File: src/rtl/e1di_pkg.sv
package e1di_pkg;
  localparam int SLOT_W    = 5;
  localparam int NUM_SLOTS = 1 << SLOT_W;
  localparam int SLOT_BITS = 8;
  localparam int BIT_W     = $clog2(SLOT_BITS);
  localparam int POS_W     = SLOT_W + BIT_W;
  localparam int MAX_SPAN  = NUM_SLOTS - 1;
  localparam int BUF_DEPTH = MAX_SPAN * SLOT_BITS;
  localparam int ADDR_W    = $clog2(BUF_DEPTH);
  localparam int ACC_W     = SLOT_W + 1;

  typedef logic [SLOT_W-1:0] slot_t;
  typedef logic [SLOT_W:0]   span_t;
  typedef logic [POS_W-1:0]  pos_t;
  typedef logic [ADDR_W-1:0] addr_t;
  typedef logic [ACC_W-1:0]  acc_t;

  // Range rule: the span is usable only when first + count stays within 31.
  function automatic logic span_fits(slot_t first, slot_t count);
    return (span_t'(first) + span_t'(count)) <= span_t'(MAX_SPAN);
  endfunction

  // Slot lies in [first, first+count).
  function automatic logic slot_selected(slot_t slot, slot_t first, slot_t count);
    slot_t rel;
    rel = slot - first;
    return (slot >= first) && (rel < count);
  endfunction

  // Frame bit position of the last bit in the span (count >= 1).
  function automatic pos_t window_last(slot_t first, slot_t count);
    slot_t stop;
    stop = first + count;
    return {stop, {BIT_W{1'b0}}} - pos_t'(1);
  endfunction

  // Number of bits in the span.
  function automatic addr_t span_bits(slot_t count);
    return {count, {BIT_W{1'b0}}};
  endfunction
endpackage

File: src/rtl/e1di_frame_track.sv
module e1di_frame_track
  import e1di_pkg::*;
(
  input  logic  clk,
  input  logic  rst,
  input  logic  line_en,
  input  logic  frame_sync,
  input  logic  aligned,
  input  slot_t first,
  input  slot_t count,
  output logic  live,
  output logic  win,
  output logic  win_last,
  output addr_t laddr
);
  pos_t  next_pos;
  addr_t laddr_q;
  pos_t  cur_pos;
  slot_t cur_slot;
  logic  frame_start;

  always_comb begin
    cur_pos     = frame_sync ? '0 : next_pos;
    cur_slot    = cur_pos[POS_W-1:BIT_W];
    frame_start = (cur_pos == '0);
    live        = aligned && span_fits(first, count);
    win         = line_en && live && slot_selected(cur_slot, first, count);
    win_last    = win && (cur_pos == window_last(first, count));
    laddr       = frame_start ? '0 : laddr_q;
  end

  always_ff @(posedge clk) begin
    if (rst) begin
      next_pos <= '0;
      laddr_q  <= '0;
    end else if (line_en) begin
      next_pos <= cur_pos + pos_t'(1);
      laddr_q  <= win ? laddr + addr_t'(1) : laddr;
    end
  end


  rd_in_span_chk: assert property (@(posedge clk) disable iff (rst)
    win |-> (laddr < span_bits(count)));


  rd_start_chk: assert property (@(posedge clk) disable iff (rst)
    (win && (cur_slot == first) && (cur_pos[BIT_W-1:0] == '0)) |-> (laddr == '0));
endmodule

File: src/rtl/e1di_rate_gen.sv
module e1di_rate_gen
  import e1di_pkg::*;
#(
  parameter int PRELOAD = NUM_SLOTS - 1
) (
  input  logic  clk,
  input  logic  rst,
  input  logic  line_en,
  input  logic  win_last,
  input  slot_t count,
  output logic  usr_stb,
  output addr_t uaddr
);
  localparam acc_t  MODULUS   = acc_t'(NUM_SLOTS);
  localparam acc_t  START_ACC = acc_t'(PRELOAD);
  localparam addr_t LAST_ADDR = addr_t'(BUF_DEPTH - 1);

  acc_t acc;
  acc_t sum;
  logic carry;

  always_comb begin
    sum   = acc + acc_t'(count);
    carry = (sum >= MODULUS);
  end

  always_ff @(posedge clk) begin
    if (rst) begin
      acc     <= '0;
      usr_stb <= 1'b0;
      uaddr   <= '0;
    end else begin
      usr_stb <= 1'b0;
      if (usr_stb) begin
        uaddr <= (uaddr == LAST_ADDR) ? '0 : uaddr + addr_t'(1);
      end
      if (line_en) begin
        if (win_last) begin
          acc   <= START_ACC;
          uaddr <= '0;
        end else if (carry) begin
          acc     <= sum - MODULUS;
          usr_stb <= 1'b1;
        end else begin
          acc <= sum;
        end
      end
    end
  end


  stb_pulse_chk: assert property (@(posedge clk) disable iff (rst)
    usr_stb |=> !usr_stb);


  stb_after_tick_chk: assert property (@(posedge clk) disable iff (rst)
    usr_stb |-> $past(line_en));


  no_rate_chk: assert property (@(posedge clk) disable iff (rst)
    (line_en && (count == '0)) |=> !usr_stb);
endmodule

File: src/rtl/e1di_bitbuf.sv
module e1di_bitbuf #(
  parameter int DEPTH = 248,
  parameter int AW    = 8
) (
  input  logic          clk,
  input  logic          rst,
  input  logic          we,
  input  logic [AW-1:0] waddr,
  input  logic          wbit,
  input  logic          re,
  input  logic [AW-1:0] raddr,
  output logic          rbit
);
  localparam logic [AW-1:0] TOP = AW'(DEPTH - 1);

  logic [DEPTH-1:0] mem;

  always_ff @(posedge clk) begin
    if (we && (waddr <= TOP)) mem[waddr] <= wbit;
  end

  always_comb rbit = (raddr <= TOP) ? mem[raddr] : 1'b1;


  port_clash_chk: assert property (@(posedge clk) disable iff (rst)
    (we && re) |-> (waddr != raddr));
endmodule

File: src/rtl/e1_slot_dropins.sv
module e1_slot_dropins
  import e1di_pkg::*;
(
  input  logic       clk,
  input  logic       rst,
  input  logic       line_en,
  input  logic       frame_sync,
  input  logic       aligned,
  input  logic       line_in,
  input  logic [4:0] first_slot,
  input  logic [4:0] slot_count,
  input  logic       ins_bit,
  output logic       line_out,
  output logic       usr_stb,
  output logic       drop_out
);
  logic  live;
  logic  win;
  logic  win_last;
  addr_t laddr;
  addr_t uaddr;
  logic  ins_rbit;
  logic  drop_rbit;

  e1di_frame_track u_track (
    .clk        (clk),
    .rst        (rst),
    .line_en    (line_en),
    .frame_sync (frame_sync),
    .aligned    (aligned),
    .first      (first_slot),
    .count      (slot_count),
    .live       (live),
    .win        (win),
    .win_last   (win_last),
    .laddr      (laddr)
  );

  e1di_rate_gen u_rate (
    .clk      (clk),
    .rst      (rst),
    .line_en  (line_en),
    .win_last (win_last),
    .count    (slot_count),
    .usr_stb  (usr_stb),
    .uaddr    (uaddr)
  );

  // insert side: user writes, line reads
  e1di_bitbuf #(.DEPTH(BUF_DEPTH), .AW(ADDR_W)) u_ins_buf (
    .clk   (clk),
    .rst   (rst),
    .we    (usr_stb),
    .waddr (uaddr),
    .wbit  (ins_bit),
    .re    (win),
    .raddr (laddr),
    .rbit  (ins_rbit)
  );

  // drop side: line writes, user reads
  e1di_bitbuf #(.DEPTH(BUF_DEPTH), .AW(ADDR_W)) u_drop_buf (
    .clk   (clk),
    .rst   (rst),
    .we    (win),
    .waddr (laddr),
    .wbit  (line_in),
    .re    (usr_stb),
    .raddr (uaddr),
    .rbit  (drop_rbit)
  );

  always_ff @(posedge clk) begin
    if (rst) begin
      line_out <= 1'b1;
      drop_out <= 1'b1;
    end else begin
      if (line_en) line_out <= win ? ins_rbit : line_in;
      if (!live)        drop_out <= 1'b1;
      else if (usr_stb) drop_out <= drop_rbit;
    end
  end


  pass_chk: assert property (@(posedge clk) disable iff (rst)
    (line_en && !win) |=> (line_out == $past(line_in)));


  line_hold_chk: assert property (@(posedge clk) disable iff (rst)
    !line_en |=> $stable(line_out));


  drop_idle_chk: assert property (@(posedge clk) disable iff (rst)
    !live |=> drop_out);


  drop_hold_chk: assert property (@(posedge clk) disable iff (rst)
    (live && !usr_stb) |=> $stable(drop_out));
endmodule

File: config.mk
export PLATFORM = sky130hd
export DESIGN_NAME = e1_slot_dropins
export DESIGN_NICKNAME = d
export VERILOG_FILES = /design/src/rtl/e1di_pkg.sv /design/src/rtl/e1di_frame_track.sv /design/src/rtl/e1di_rate_gen.sv /design/src/rtl/e1di_bitbuf.sv /design/src/rtl/e1_slot_dropins.sv
export SDC_FILE = /design/constraint.sdc
export NUM_CORES = 1
export LEC_CHECK = 0
export BUFFER_PORTS_ARGS = -buffer_cell sky130_fd_sc_hd__clkbuf_2
export CAP_MARGIN = 5
export CORE_MARGIN = 8
export CORE_UTILIZATION = 60
export DETAILED_ROUTE_END_ITERATION = 10
export GPL_ROUTABILITY_DRIVEN = 0
export PLACE_DENSITY = 0.76
export SLEW_MARGIN = 5
export SYNTH_ARGS = -nofsm -noshare
export SYNTH_HDL_FRONTEND = slang
export SYNTH_SLANG_ARGS = --single-unit
File: constraint.sdc
create_clock -name clk -period 5.2 [get_ports clk]
set_clock_uncertainty 0.15 [all_clocks]
set_input_delay 0.52 -clock clk [delete_from_list [all_inputs] [get_ports clk]]
set_output_delay 0.52 -clock clk [all_outputs]
set_load 0.05 [all_outputs]
==> reports/qor_table.md <==
| Quantity | This run | Unit |
|---|---|---|
| Synthesized flop and latch total | 529 | - |
| Power Density | 325 | mW/mm2 |
| Number of antenna diodes | 0 | - |
| Async S/R FF share, synth | 0 | - |
| Netlist area before placement | 0.0243 | mm2 |
| Type of the worst setup path | flop to flop | - |
| Ys Warns | 0 | - |
| Leak Pwr | 7.97 | nW |
| Routed len/inst | 25.2 | um |
| Boundary Pins | 20 | - |
| DRT iter0 DRCs | 2335 | - |
| Max-capacitance violation count | 0 | - |
| Required arrival time at the worst endpoint | 5.33 | ns |
| Type of origin of the critical path | flop | - |
| Via total after detailed routing | 16300 | - |
| Relative slew slack | 0.185 | - |
| Fraction of synthesized cell area taken by the top area cell type | 0.613 | - |
| Worst min-delay path class | input pin to flop | - |
| Final antenna-violating net count | 0 | - |
| Result of the run | finished clean | - |
| Remaining Overflow, GRT | 0 | - |
| Number of gates resized after cts | 0 | - |
| H-tree levels | 2 | - |
| Tightest Pin Transition | 1.22 | ns |
| Clock slew at the register clock pins of the worst setup and hold paths | 0.06 | ns |
| Post-synthesis net count | 1965 | - |
| Data arrival, critical path | 4.65 | ns |
| Slack of the critical path | 0.681 | ns |
| Root Buffer | sky130_fd_sc_hd__clkbuf_16 | - |
| DRT Pass-1 Iters | 6 | - |
| Number of antenna violations at the first check in global routing | 0 | - |
| RSZ-0062 raised after global routing | no | - |
| Post-Route Setup TNS | 0 | ns |
| Kind of end point of the critical path | flop | - |
| Relative contribution of the clock network to total power | 0.426 | - |
| First-pass GRT wire length | 93100 | um |
| Post-CTS setup-driven buffer insertion count | 0 | - |
| CTS Sinks | 529 | - |
| Syn avg cell area | 12.7 | um2 |
| IR drop worst, VDD | 0.274 | mV |
| Instance count after placement with tap cells included | 2375 | - |
| Sequential share of power | 0.542 | - |
| Area of the core | 0.0398 | mm2 |
| Clock tree from TritonCTS | done | - |
| Combinational Power Share | 0.031 | - |
| Routed via count divided by cell count | 6.59 | - |
| Max Transition Viols Final | 0 | - |
| Cell count after synthesis | 1915 | - |
| Tot GR Track Use | 0.259 | - |
| Max Root-Sink Buffers | 3 | - |
| Final standard cell utilization of the core | 0.667 | - |
| Final setup violation count | 0 | - |
| Most common library cells after synthesis | 547 x sky130_fd_sc_hd__nor2_1, 496 x sky130_fd_sc_hd__edfxtp_1, 110 x sky130_fd_sc_hd__nand2_1 | - |
| Area growth syn-to-layout | 9.33 | % |
| Fraction of the cycle the final worst path needs | 0.869 | - |
| Number of cells in the finished layout apart from fillers | 2470 | - |
| Library cell occupying the most area in the post-synthesis netlist | sky130_fd_sc_hd__edfxtp_1 | - |
| Die extent in x | 217 | um |
| Insertion delay to the later sink of the worst-skew pair | 0.60 | ns |
| Number of hold violations in the final report | 0 | - |
| Pin count of the biggest net entering global routing | 199 | - |
| Switching pwr | 1.77 | mW |
| Number of global-route vias before repair | 15800 | - |
| Fmax achieved | 221 | MHz |
| Final critical delay including setup and external delays | 4.52 | ns |
| Unique cell type count in the Yosys netlist | 74 | - |
| Starting utilization of the core area | 0.610 | - |
| Largest cells by area after synthesis | sky130_fd_sc_hd__edfxtp_1 61%, sky130_fd_sc_hd__nor2_1 8.5%, sky130_fd_sc_hd__mux4_2 7.5% | - |
| Final WL | 62300 | um |
| Row cnt | 73 | - |
| HPWL after DPL | 36900 | um |
| Internal power summed over all cells | 6.84 | mW |
| Most used flip-flop cell after synthesis | sky130_fd_sc_hd__edfxtp_1 | - |
| Number of synthesized flops with an enable pin | 496 | - |
| Net count, final | 1954 | - |
| Count leader, synth | sky130_fd_sc_hd__nor2_1 | - |
| Die outline height | 217 | um |
| Switching share of power | 0.206 | - |
| Full die area | 0.0472 | mm2 |
| Share of layout cells above drive strength 1 | 0.141 | - |
| Crit path max fanout | 15 | - |
| Residual DRC | 0 | - |
| Number of hold buffers added after cts | 0 | - |
| Number of CTS-inserted buffers | 52 | - |
| Post-Place Worst Slack | 0.402 | ns |
| Port Buffers | 19 | - |
| Sequential fraction of the synthesis area | 0.641 | - |
-- routing by layer --
layer,GRT usage,share of wire,up-vias,routed length [um]
li1,-,-,6958,-
met1,0.338,0.37,7980,23000
met2,0.411,0.47,1118,29200
met3,0.0662,0.12,211,7420
met4,0.109,0.043,0,2700
met5,0,0,-,0
-- state kept, by name, indices dropped and copies added (netlist names) --
| register | flops |
|---|---|
| u_rate.uaddr | 8 |
| u_drop_buf.mem | 248 |
| u_track.laddr_q | 8 |
| line_out | 1 |
| u_track.next_pos | 8 |
| u_rate.acc | 6 |
| u_ins_buf.mem | 248 |
| drop_out | 1 |
| u_rate.usr_stb | 1 |
-- path summary, 6_finish.rpt --
kind                  startpoint  slack [ns]  depth (start not counted)                   to
max          u_track.next_pos[3]        0.68                         14  u_drop_buf.mem[148]
min                      ins_bit        0.20                          1    u_ins_buf.mem[69]
max reg2reg  u_track.next_pos[3]        0.68                         14  u_drop_buf.mem[148]
min reg2reg  u_track.next_pos[0]        0.34                          2  u_track.next_pos[0]
-- final cells by class --
class	instances	area (um2)
fillers	2881	13300
inverters	33	124
flip-flops and latches	529	15600
clock inverters	29	260
repair buffers	68	488
well taps	525	657
clock buffers	66	1390
multi-input cells	1220	8070
-- metrics by stage --
stage	hold WS, ns	area (um2)	total power, mW
final	0.196	26500	8.62
after global routing	0.195	26500	8.81
after CTS	0.194	26500	8.64
after detailed placement	0.327	24900	5.03
after global placement	0.322	24900	5.02
after floorplan	0.309	24300	4.92
-- worst max-delay path, cell delays in order, from the launching register on --
cell	delay, ns
sky130_fd_sc_hd__dfxtp_1	0.48
sky130_fd_sc_hd__nand2b_1	0.10
sky130_fd_sc_hd__ha_1	0.23
sky130_fd_sc_hd__fa_1	0.42
sky130_fd_sc_hd__inv_1	0.07
sky130_fd_sc_hd__a21o_1	0.10
sky130_fd_sc_hd__a21oi_1	0.07
sky130_fd_sc_hd__xnor2_1	0.13
sky130_fd_sc_hd__ha_1	0.30
sky130_fd_sc_hd__a2111o_1	0.37
sky130_fd_sc_hd__a31oi_1	0.23
sky130_fd_sc_hd__o211ai_2	0.26
sky130_fd_sc_hd__nor2_1	0.56
sky130_fd_sc_hd__nand2_1	0.49
sky130_fd_sc_hd__nor2_1	0.24
-- power by group through the flow --
stage / clock [mW] / combinational (mW) / sequential [mW]
6_report: 3.67 / 0.270 / 4.67
5_1_grt: 3.85 / 0.293 / 4.67
4_1_cts: 3.70 / 0.268 / 4.67
3_5_place_dp: 0 / 0.266 / 4.76
3_3_place_gp: 0 / 0.257 / 4.76
2_1_floorplan: 0 / 0.168 / 4.75
-- logic make-up (layout without fill, tap and decap cells) --
logic type	Yosys count	after routing	synth area share
adder cells (fa/ha/maj)	33	33	0.0179
AND/OR/NAND/NOR	769	769	0.129
XOR/XNOR	31	31	0.0112
flip-flops	529	529	0.641
buffers and inverters	166	196	0.0279
multiplexers	170	170	0.113
AO/OA/AOI/OAI	217	217	0.0598
-- placed cells by master, fill, tap and decap left out, types with 9 or more instances in the layout --
cell                        count
sky130_fd_sc_hd__nor2_1       547
sky130_fd_sc_hd__edfxtp_1     496
sky130_fd_sc_hd__nand2_1      110
sky130_fd_sc_hd__mux4_2        81
sky130_fd_sc_hd__mux2i_1       61
sky130_fd_sc_hd__clkbuf_16     53
sky130_fd_sc_hd__o21ai_0       52
sky130_fd_sc_hd__buf_4         48
sky130_fd_sc_hd__a21oi_1       41
sky130_fd_sc_hd__inv_1         32
sky130_fd_sc_hd__ha_1          30
sky130_fd_sc_hd__dfxtp_1       29
sky130_fd_sc_hd__mux2_2        28
sky130_fd_sc_hd__nor3_1        26
sky130_fd_sc_hd__nand3_1       20
sky130_fd_sc_hd__clkbuf_2      17
sky130_fd_sc_hd__xnor2_1       16
sky130_fd_sc_hd__a211oi_1      15
sky130_fd_sc_hd__xor2_1        15
sky130_fd_sc_hd__o22ai_1       13
sky130_fd_sc_hd__nor2b_1       12
sky130_fd_sc_hd__clkbuf_1      12
sky130_fd_sc_hd__o221ai_1      11
sky130_fd_sc_hd__a31oi_1       10
sky130_fd_sc_hd__a221oi_1      10
sky130_fd_sc_hd__nand2b_1       9
sky130_fd_sc_hd__clkinv_2       9
Power figures use the tool's default switching activity.
